**src/rtl/frfcfs_pkg.sv**
```systemverilog
package frfcfs_pkg;
  typedef enum logic {
    CMD_COL = 1'b0,
    CMD_ROW = 1'b1
  } cmd_kind_e;
endpackage

```
**src/rtl/sched_queue.sv**
```systemverilog
// Collapsing request store: position 0 is always the oldest entry.
module sched_queue #(
  parameter int DEPTH  = 8,
  parameter int BANK_W = 2,
  parameter int ROW_W  = 8,
  localparam int IDX_W = $clog2(DEPTH),
  localparam int CNT_W = $clog2(DEPTH + 1)
) (
  input  logic                          clk,
  input  logic                          rst_n,
  input  logic                          enq_fire,
  input  logic [BANK_W-1:0]             enq_bank,
  input  logic [ROW_W-1:0]              enq_row,
  input  logic                          deq_fire,
  input  logic [IDX_W-1:0]              deq_idx,
  output logic [DEPTH-1:0]              ent_valid,
  output logic [DEPTH-1:0][BANK_W-1:0]  ent_bank,
  output logic [DEPTH-1:0][ROW_W-1:0]   ent_row,
  output logic [CNT_W-1:0]              count,
  output logic                          full
);
  logic [DEPTH-1:0][BANK_W-1:0] bank_q, bank_n;
  logic [DEPTH-1:0][ROW_W-1:0]  row_q, row_n;
  logic [CNT_W-1:0]             cnt_q, cnt_n, wr_pos;

  always_comb begin
    bank_n = bank_q;
    row_n  = row_q;
    for (int p = 0; p < DEPTH - 1; p++) begin
      if (deq_fire && p >= int'(deq_idx)) begin
        bank_n[p] = bank_q[p+1];
        row_n[p]  = row_q[p+1];
      end
    end
    wr_pos = cnt_q - CNT_W'(deq_fire);
    if (enq_fire) begin
      bank_n[wr_pos[IDX_W-1:0]] = enq_bank;
      row_n[wr_pos[IDX_W-1:0]]  = enq_row;
    end
    cnt_n = cnt_q + CNT_W'(enq_fire) - CNT_W'(deq_fire);
  end

  always_ff @(posedge clk) begin
    if (!rst_n) begin
      bank_q <= '0;
      row_q  <= '0;
      cnt_q  <= '0;
    end else begin
      bank_q <= bank_n;
      row_q  <= row_n;
      cnt_q  <= cnt_n;
    end
  end

  genvar g;
  generate
    for (g = 0; g < DEPTH; g++) begin : g_vld
      assign ent_valid[g] = (CNT_W'(g) < cnt_q);
    end
  endgenerate

  assign ent_bank = bank_q;
  assign ent_row  = row_q;
  assign count    = cnt_q;
  assign full     = (cnt_q == CNT_W'(DEPTH));

  a_r9_no_overflow: assert property (@(posedge clk) disable iff (!rst_n)
    cnt_q <= CNT_W'(DEPTH));
  a_r8_drop_one: assert property (@(posedge clk) disable iff (!rst_n)
    (deq_fire && !enq_fire) |=> cnt_q == $past(cnt_q) - CNT_W'(1));
  a_r10_swap_keeps_count: assert property (@(posedge clk) disable iff (!rst_n)
    (deq_fire && enq_fire) |=> cnt_q == $past(cnt_q));
  a_r11_idle_holds: assert property (@(posedge clk) disable iff (!rst_n)
    (!deq_fire && !enq_fire) |=> ($stable(cnt_q) && $stable(bank_q) && $stable(row_q)));
endmodule

```
**src/rtl/hit_detect.sv**
```systemverilog
// Per-entry comparison against the open row of the entry's bank.
module hit_detect #(
  parameter int DEPTH  = 8,
  parameter int NBANK  = 4,
  parameter int ROW_W  = 8,
  localparam int BANK_W = $clog2(NBANK)
) (
  input  logic [DEPTH-1:0]              ent_valid,
  input  logic [DEPTH-1:0][BANK_W-1:0]  ent_bank,
  input  logic [DEPTH-1:0][ROW_W-1:0]   ent_row,
  input  logic [NBANK-1:0]              open_valid,
  input  logic [NBANK-1:0][ROW_W-1:0]   open_row,
  output logic [DEPTH-1:0]              hit
);
  genvar i;
  generate
    for (i = 0; i < DEPTH; i++) begin : g_cmp
      logic [BANK_W-1:0] bsel;
      assign bsel   = ent_bank[i];
      assign hit[i] = ent_valid[i] && (int'(bsel) < NBANK) &&
                      open_valid[bsel] && (open_row[bsel] == ent_row[i]);
    end
  endgenerate
endmodule

```
**src/rtl/oldest_pick.sv**
```systemverilog
// Lowest set index wins; in the collapsing queue lower index means older.
module oldest_pick #(
  parameter int N = 8,
  localparam int IW = $clog2(N)
) (
  input  logic [N-1:0]  req,
  output logic          found,
  output logic [IW-1:0] idx
);
  always_comb begin
    found = 1'b0;
    idx   = '0;
    for (int i = N - 1; i >= 0; i--) begin
      if (req[i]) begin
        found = 1'b1;
        idx   = IW'(i);
      end
    end
  end
endmodule

```
**src/rtl/frfcfs_sched.sv**
```systemverilog
module frfcfs_sched
  import frfcfs_pkg::*;
#(
  parameter int DEPTH = 8,
  parameter int NBANK = 4,
  parameter int ROW_W = 8,
  localparam int BANK_W = $clog2(NBANK),
  localparam int IDX_W  = $clog2(DEPTH),
  localparam int CNT_W  = $clog2(DEPTH + 1)
) (
  input  logic                    clk,
  input  logic                    rst_n,
  input  logic                    fcfs_mode,
  input  logic                    req_valid,
  output logic                    req_ready,
  input  logic [BANK_W-1:0]       req_bank,
  input  logic [ROW_W-1:0]        req_row,
  input  logic [NBANK-1:0]        open_valid,
  input  logic [NBANK*ROW_W-1:0]  open_row,
  output logic                    grant_valid,
  input  logic                    grant_ready,
  output logic [IDX_W-1:0]        grant_idx,
  output logic                    grant_cmd,
  output logic [BANK_W-1:0]       grant_bank,
  output logic [ROW_W-1:0]        grant_row
);
  logic [DEPTH-1:0]             ent_valid, hit;
  logic [DEPTH-1:0][BANK_W-1:0] ent_bank;
  logic [DEPTH-1:0][ROW_W-1:0]  ent_row;
  logic [NBANK-1:0][ROW_W-1:0]  open_row_a;
  logic [CNT_W-1:0]             count;
  logic                         full, enq_fire, deq_fire;
  logic                         hit_found, any_found, use_hit;
  logic [IDX_W-1:0]             hit_idx, any_idx;

  assign open_row_a = open_row;
  assign req_ready  = !full;
  assign enq_fire   = req_valid && req_ready;
  assign deq_fire   = grant_valid && grant_ready;

  sched_queue #(.DEPTH(DEPTH), .BANK_W(BANK_W), .ROW_W(ROW_W)) u_queue (
    .clk(clk), .rst_n(rst_n),
    .enq_fire(enq_fire), .enq_bank(req_bank), .enq_row(req_row),
    .deq_fire(deq_fire), .deq_idx(grant_idx),
    .ent_valid(ent_valid), .ent_bank(ent_bank), .ent_row(ent_row),
    .count(count), .full(full)
  );

  hit_detect #(.DEPTH(DEPTH), .NBANK(NBANK), .ROW_W(ROW_W)) u_hit (
    .ent_valid(ent_valid), .ent_bank(ent_bank), .ent_row(ent_row),
    .open_valid(open_valid), .open_row(open_row_a), .hit(hit)
  );

  oldest_pick #(.N(DEPTH)) u_pick_hit (.req(hit), .found(hit_found), .idx(hit_idx));
  oldest_pick #(.N(DEPTH)) u_pick_any (.req(ent_valid), .found(any_found), .idx(any_idx));

  assign use_hit     = !fcfs_mode && hit_found;
  assign grant_valid = any_found;
  assign grant_idx   = use_hit ? hit_idx : any_idx;
  assign grant_cmd   = hit[grant_idx] ? logic'(CMD_COL) : logic'(CMD_ROW);
  assign grant_bank  = ent_bank[grant_idx];
  assign grant_row   = ent_row[grant_idx];

  a_r2_idle_quiet: assert property (@(posedge clk) disable iff (!rst_n)
    (count == '0) |-> !grant_valid);
  a_r4_hits_lead: assert property (@(posedge clk) disable iff (!rst_n)
    (grant_valid && !fcfs_mode && (|hit)) |-> grant_cmd == logic'(CMD_COL));
  a_r6_miss_oldest: assert property (@(posedge clk) disable iff (!rst_n)
    (grant_valid && !(|hit)) |-> grant_idx == '0);
  a_r7_fcfs_oldest: assert property (@(posedge clk) disable iff (!rst_n)
    (grant_valid && fcfs_mode) |-> grant_idx == '0);
  a_r9_full_blocks: assert property (@(posedge clk) disable iff (!rst_n)
    (count == CNT_W'(DEPTH)) |-> !req_ready);
endmodule

```
**config.mk**
```make
export PLATFORM = sky130hd
export DESIGN_NAME = frfcfs_sched
export DESIGN_NICKNAME = d
export VERILOG_FILES = /design/src/rtl/frfcfs_pkg.sv /design/src/rtl/sched_queue.sv /design/src/rtl/hit_detect.sv /design/src/rtl/oldest_pick.sv /design/src/rtl/frfcfs_sched.sv
export SDC_FILE = /design/constraint.sdc
export NUM_CORES = 1
export LEC_CHECK = 0
export CORE_ASPECT_RATIO = 0.6
export CORE_MARGIN = 1.5
export CORE_UTILIZATION = 65
export CTS_BUF_LIST = sky130_fd_sc_hd__clkbuf_8
export DETAILED_ROUTE_END_ITERATION = 10
export DONT_BUFFER_PORTS = 1
export PLACE_DENSITY = 0.91
export SLEW_MARGIN = 20
export SYNTH_ARGS = -nofsm -noshare
export SYNTH_HDL_FRONTEND = slang
export SYNTH_SLANG_ARGS = --single-unit
```
**constraint.sdc**
```tcl
create_clock -name clk -period 4.6 [get_ports clk]
set_input_delay 0.46 -clock clk [delete_from_list [all_inputs] [get_ports clk]]
set_output_delay 0.46 -clock clk [all_outputs]
set_load 0.01 [all_outputs]
```
# == Word level (Yosys, flattened, before mapping) ==
# Cells that the tools add are included.
# word_totals
regBits,84
latch_bits,0
ram_bits,0
romBits,0
in_bits,51
output_inout_bits,16
mem_count,0
# classes
add_sub_neg,3
n_mul,0
div,0
n_lt_le_gt_ge,26
eq_ne,9
shift,0
mux,94
bitwise,0
n_reduce_logical,29
# ops
op,count
$mux 8,17
$bmux 8 s2,8
$bwmux 64,1
$eq 8x8->1,8
$mux 56,1
$mux 3,17
$logic_and 1x1->1,27
$mux 1,26
$bmux 8 s3,1
$demux 8 s3,1
$lt 2x3->1 const B,8
$mux 2,9
$bmux 1 s2,8
$bwmux 16,1
$lt 3x4->1 const A,4
$mux 14,1
$ge 3x3->1 const A,3
$lt 1x4->1 const A,2
$lt 2x4->1 const A,2
$lt 3x4->1 const B,2
$bmux 2 s3,1
$demux 2 s3,1
$ge 1x3->1 const A,2
$ge 2x3->1 const A,2
other kinds (7),8

# == Longest topological paths before layout ==
# depth
word_depth,19
depth_mapped,15
mapped_depth_nobuf,12

# == Hierarchy ==
# From an unflattened synthesis, not the netlist that was laid out.
# unflattened
hier_cells,927
hier_area_um2,8484.4
# modules_own_cells
module,n_inst,cells_per_inst,area_each_um2
sched_queue,1,505,4519.3
hit_detect,1,234,2673.8
frfcfs_sched,1,162,1131.1
oldest_pick,2,13,80.1

# == Least setup slack after synthesis ==
# OpenSTA, ideal clock, no wires.
# synth_timing
kind,register to output
from,"register u_queue.bank_q, in the netlist u_queue.ent_bank[12]"
to,output grant_bank[0]
t_arrival_ps,3089
setup_slack_ps,1051
stages_incl_launch_ff,12
n_path_buf,2
cell_sequence,dfxtp_1 buf_6 mux4_2 xnor2_1 nand4_1 or4_1 nor4bb_1 o21a_1 o21ai_0 clkbuf_1 nor2_1 o31ai_1
# synth_via
elab_chain_cells,15
elab_cells_between_ends,25
cone_classes,eq/ne (1); mux (21); reduce/logical (3)
# synth_lines
element,line,rtl
from (decl),sched_queue.sv:22,"logic [DEPTH-1:0][BANK_W-1:0] bank_q, bank_n;"
from (signal assigned),sched_queue.sv:49,bank_q <= bank_n;
$bmux 8 s2 or $bmux 1 s2 (tied branches),hit_detect.sv:21,open_valid[bsel] && (open_row[bsel] == ent_row[i]);
$mux 8 (implied by the code) or $mux 1 (tied branches),hit_detect.sv:21,
$eq 8x8->1 or $logic_and 1x1->1 (tied branches),"hit_detect.sv:21, hit_detect.sv:20",
$logic_and 1x1->1,hit_detect.sv:21,
$mux 1 (7 in a row),oldest_pick.sv:14,if (req[i]) begin
$logic_and 1x1->1,frfcfs_sched.sv:57,assign use_hit = !fcfs_mode && hit_found;
$mux 3,frfcfs_sched.sv:59,assign grant_idx = use_hit ? hit_idx : any_idx;
$bmux 2 s3 *,frfcfs_sched.sv:61,assign grant_bank = ent_bank[grant_idx];
$mux 2 (implied by the code) *,frfcfs_sched.sv:61,
to (decl),frfcfs_sched.sv:24,"output logic [BANK_W-1:0] grant_bank,"
# Every way passes the cells marked *; elsewhere a longest branch is shown, timed or not. The select of a mux whose other input is x is not followed.

# == Final worst setup path ==
# layout_timing
from,register u_queue.cnt_q[2] (netlist: u_queue.count[2])
to,output grant_cmd
# layout_via
elab_chain_cells,16
elab_cells_between_ends,53
cone_classes,order compare (8); mux (28); reduce/logical (17)
# layout_lines
element,line,rtl
from (decl),sched_queue.sv:24,"logic [CNT_W-1:0] cnt_q, cnt_n, wr_pos;"
from (signal assigned),sched_queue.sv:51,cnt_q <= cnt_n;
$lt 3x4->1,sched_queue.sv:58,assign ent_valid[g] = (CNT_W'(g) < cnt_q);
$logic_and 1x1->1,hit_detect.sv:20,assign hit[i] = ent_valid[i] && (int'(bsel) < NBANK) &&
$logic_and 1x1->1,hit_detect.sv:21,
$mux 1 (8 in a row),oldest_pick.sv:14,
$logic_and 1x1->1,frfcfs_sched.sv:57,
$mux 3,frfcfs_sched.sv:59,
$bmux 1 s3 *,frfcfs_sched.sv:60,assign grant_cmd = hit[grant_idx] ? logic'(CMD_COL) : logic'(CMD_ROW);
$mux 1 (implied by the code) *,frfcfs_sched.sv:60,
$mux 1 *,frfcfs_sched.sv:60,
to (decl),frfcfs_sched.sv:23,"output logic grant_cmd,"
# Marked as above.

==> results.md <==
- The highest cell delay on the worst timing path is 0.51 ns.
- The flow ran to the end, and the final reports show no timing, DRC or antenna violations.
- The later pin in the worst-skew pair is clocked with a latency of 0.36 ns.
- The critical path goes through inv_1 > ha_1 > nand2b_1 > o311a_1 > o311ai_0 > nor4_4 > a21oi_1 > buf_4 > a21oi_1 > o21ai_1 > buf_12 > a21oi_1 > a2bb2oi_1.
- TritonCTS built the clock tree.
- In the final routed layout, each cell accounts on average for 31.4 um.
- The proportion of layout cells with a drive suffix above 1 is 0.170.
- The number of nets produced by synthesis is 985.
- The initial antenna violation count is 0.
- Dividing total power by cell area gives a power density of 608 nW/um^2.
- The share of total power dissipated in the clock network is 0.100.
- Across the routed clock network, the largest skew measured is 0.0145 ns.
- Sorting the synthesized cells by how often they occur yields dfxtp_1, nor2_1, mux2i_1.
- The setup path with the least slack is of type reg2out.
- Yosys instantiated no cell more often than dfxtp_1.
- The register clock-pin slew on the reported worst setup and hold paths is 0.09 ns.
- The count of final setup violators is 0.
- The H-tree generated during clock tree synthesis spans 3 levels.
- STA puts the critical path data arrival time at 3.96 ns.
- Summing every instance area after synthesis gives 7990 um^2.
- The top-level I/O count is 67.
- The die area is 13000 um^2.
- After synthesis, the cell types taking the most area are dfxtp_1, mux4_2, mux2i_1.
- The placer congestion estimate is 1.15.
- In the routed layout, each cell is associated on average with a via count of 7.82.
- The number of iterations in the first detailed-routing pass is 7.
- For this run the aggregate overflow at the end of global routing stands at 0.
- The die span in y is 88.9 um.
- The total area inside the core boundary comes to 12000 um^2.
- The worst path required time is 4.14 ns.
- Synthesis produced a netlist whose cell count is 924.
- In this run the tightest slew margin relative to its limit is 0.498.
- In the final design database the tool counted 969 nets.
- The internal power of the cells totals 0.00257 W.
- The peak ir drop on the vdd network is 0.460 mV.
- The area share of the largest cell type after synthesis is 0.211.
- The power spent charging and discharging nets is 0.00263 W.
- Counting I/O delays and the setup requirement, the final critical path takes 4.42 ns.
- From synthesis to final layout, the design area changed by 7.02%.
- The top cell family by delay on the critical path is compound AO/OA/AOI/OAI gates.
- The count of warnings emitted by yosys is 0.
- The share of total power dissipated in combinational logic is 0.580.
- The clock tree root driver cell is clkbuf_8.
- Row generation in the floorplan step produced 31 rows.
- The dominant cell type by count on the critical path is a21oi_1.
- Along the worst path, the maximum fanout reaches 21.
- In the routed design, unresolved DRC markers number 0.
- The worst setup path is captured at a primary output.
- The number of global-route vias before repair is 7576.
- For this configuration, the core starts out at a cell density of 0.664.
- Once detail routing completed, the nets flagged for antenna violations numbered 0.
- The clock sink total is 84.
- At the end of the flow the core is filled with cells to 0.711.
- The number of buffers and inverters on the critical path is 3.
- Buffers placed on the I/O ports in this run total 0.
- The slowest cell on the critical path is nor4_4.
- The accumulated negative setup slack is 0 ns.
- The busiest layer in global routing is met2.
- The die is 146 um wide.
- The hold buffer count at CTS is 0.
- Setup repair after global routing left no endpoint under its margin.
- The worst hold path belongs to the class in2reg.
- The routed layout has 8423 vias.
- Max-cap violations in this run came to 0.
- In the finished design, the share of the clock period the worst path needs comes to 0.961.
- The number of buffers on the longest clock path is 2.
- The predominant post-synthesis flop cell is dfxtp_1.
- Synthesis instantiated 63 different standard cells from the library.
- After synthesis, the share of flip-flops with an asynchronous set or reset is 0.
- The count of routing violations after the opening detailed-route iteration is 1455.
- The hold violation total from the final report was 0.
- The biggest area contributor in the post-synthesis netlist is dfxtp_1.
- The total track usage is 0.519.
- The fraction of power spent switching nets is 0.506.
- The maximum number of pins on one net before global-route repair is 34.
- The portion of total power attributed to sequential cells is 0.320.
- The slew at the pin with the worst max-slew slack is 0.743 ns.
- The static leakage is 2.91 nW.
- The number of antenna diodes in the final layout is 0.
- The global-route met1 utilization is 0.698.
- The max-slew violation count was 0.
- The average instance in the mapped netlist occupies 8.64 um^2.
- The number of clock buffers inserted by TritonCTS is 9.
- The half-perimeter wire length after detailed placement is 25700 um.
- The synthesized flop and latch total is 84.
- The wire length of the first global-routing pass is 48900 um.
- The share of the Yosys chip area taken by registers is 0.211.
- The kind of start point of the critical path is a flop.
- In the global route stage, met2 resource usage came out at 0.706.
- The count of flip-flops with a built-in enable after synthesis is 0.
- The global-route met3 utilization is 0.289.
- The highest attainable clock frequency is 226 MHz.
- Wires add up to 33800 um.
state kept, by name, indices dropped and copies added (netlist names):
signal and cells:
u_queue.ent_row 64, u_queue.ent_bank 16, u_queue.count 4
cell type report:
type,count,area (um^2)
Clock buffer,11,151
Tap cell,165,206
Multi-Input combinational cell,733,5950
Clock inverter,4,32.5
Inverter,26,97.6
Fill cell,943,3480
Sequential cell,84,1690
Timing Repair Buffer,54,422
path summary, 6_finish.rpt:
check	slack [ns]	start	to	cells after the start
max	0.18	u_queue.count[2]$_SDFF_PN0_	grant_cmd	13
min	0.22	rst_n	u_queue.count[0]$_SDFF_PN0_	1
max reg2reg	0.70	u_queue.ent_bank[12]$_SDFF_PN0_	u_queue.ent_bank[4]$_SDFF_PN0_	12
min reg2reg	0.57	u_queue.ent_bank[12]$_SDFF_PN0_	u_queue.ent_bank[10]$_SDFF_PN0_	2
cells by family after synthesis:
kind of cell,synth area share
buf+inv,0.0609
flops,0.211
xor+xnor,0.0921
mux,0.233
simple gates,0.169
fa+ha+maj,0.0166
compound gates,0.218
placed cells by master (no fill, tap or decap), types with 19 or more instances in the layout:
master     n
nor3_1    26
nor2_1    83
buf_4     52
o211ai_1  19
mux2i_1   66
o21ai_0   38
mux4_2    51
nand2_1   63
a211oi_1  32
a21oi_1   33
nand3_1   25
dfxtp_1   76
xor2_1    26
xnor2_1   58
and2_1    20
inv_1     25
worst reg2reg max path: stages (launching register included):
cell and delay [ns]:
dfxtp_1 0.38, buf_6 0.20, mux4_1 0.61, xnor2_1 0.22
nand4_1 0.11, or4_1 0.53, nor4bb_1 0.18, buf_4 0.18
a31o_2 0.28, o32ai_4 0.28, buf_4 0.27, a21o_1 0.35
a211oi_1 0.15
power by group through the flow:
stage / logic (W) / registers, W / clock network, W
2_1_floorplan: 0.00229 / 0.00118 / 0
3_3_place_gp: 0.00277 / 0.00157 / 0
3_5_place_dp: 0.00283 / 0.00159 / 0
4_1_cts: 0.00285 / 0.00157 / 0.000512
5_1_grt: 0.00322 / 0.00165 / 0.000542
6_report: 0.00302 / 0.00166 / 0.000518
metal layers:
| layer | wire length, um | share of wire |
|---|---|---|
| met1 | 12500 | 0.37 |
| met2 | 12900 | 0.38 |
| met3 | 6970 | 0.21 |
| met4 | 1330 | 0.039 |
| met5 | 95 | 0.0028 |
what timing repair did:
action / 4_1_cts / 5_1_grt
gates resized for setup: 1 / 19
endpoints found under the hold margin: 0 / 0
buffers inserted: 0 / 1
pin swaps: 0 / 1
cloned: 0 / 2
endpoints found under the setup margin: 1 / 11
per-stage QoR:
| stage | hold WS, ns | power [W] | setup WS [ns] | instance area [um^2] | instances |
|---|---|---|---|---|---|
| 5_1_grt | 0.209 | 0.00541 | 0.0181 | 8550 | 1077 |
| 3_3_place_gp | 0.532 | 0.00435 | 0.444 | 8240 | 1059 |
| 2_1_floorplan | 0.478 | 0.00347 | 1.05 | 7990 | 924 |
| 6_report | 0.220 | 0.00520 | 0.180 | 8550 | 1077 |
| 3_5_place_dp | 0.541 | 0.00442 | 0.427 | 8240 | 1059 |
| 4_1_cts | 0.218 | 0.00493 | 0.0387 | 8420 | 1074 |
(Power assumes the default switching activity.)
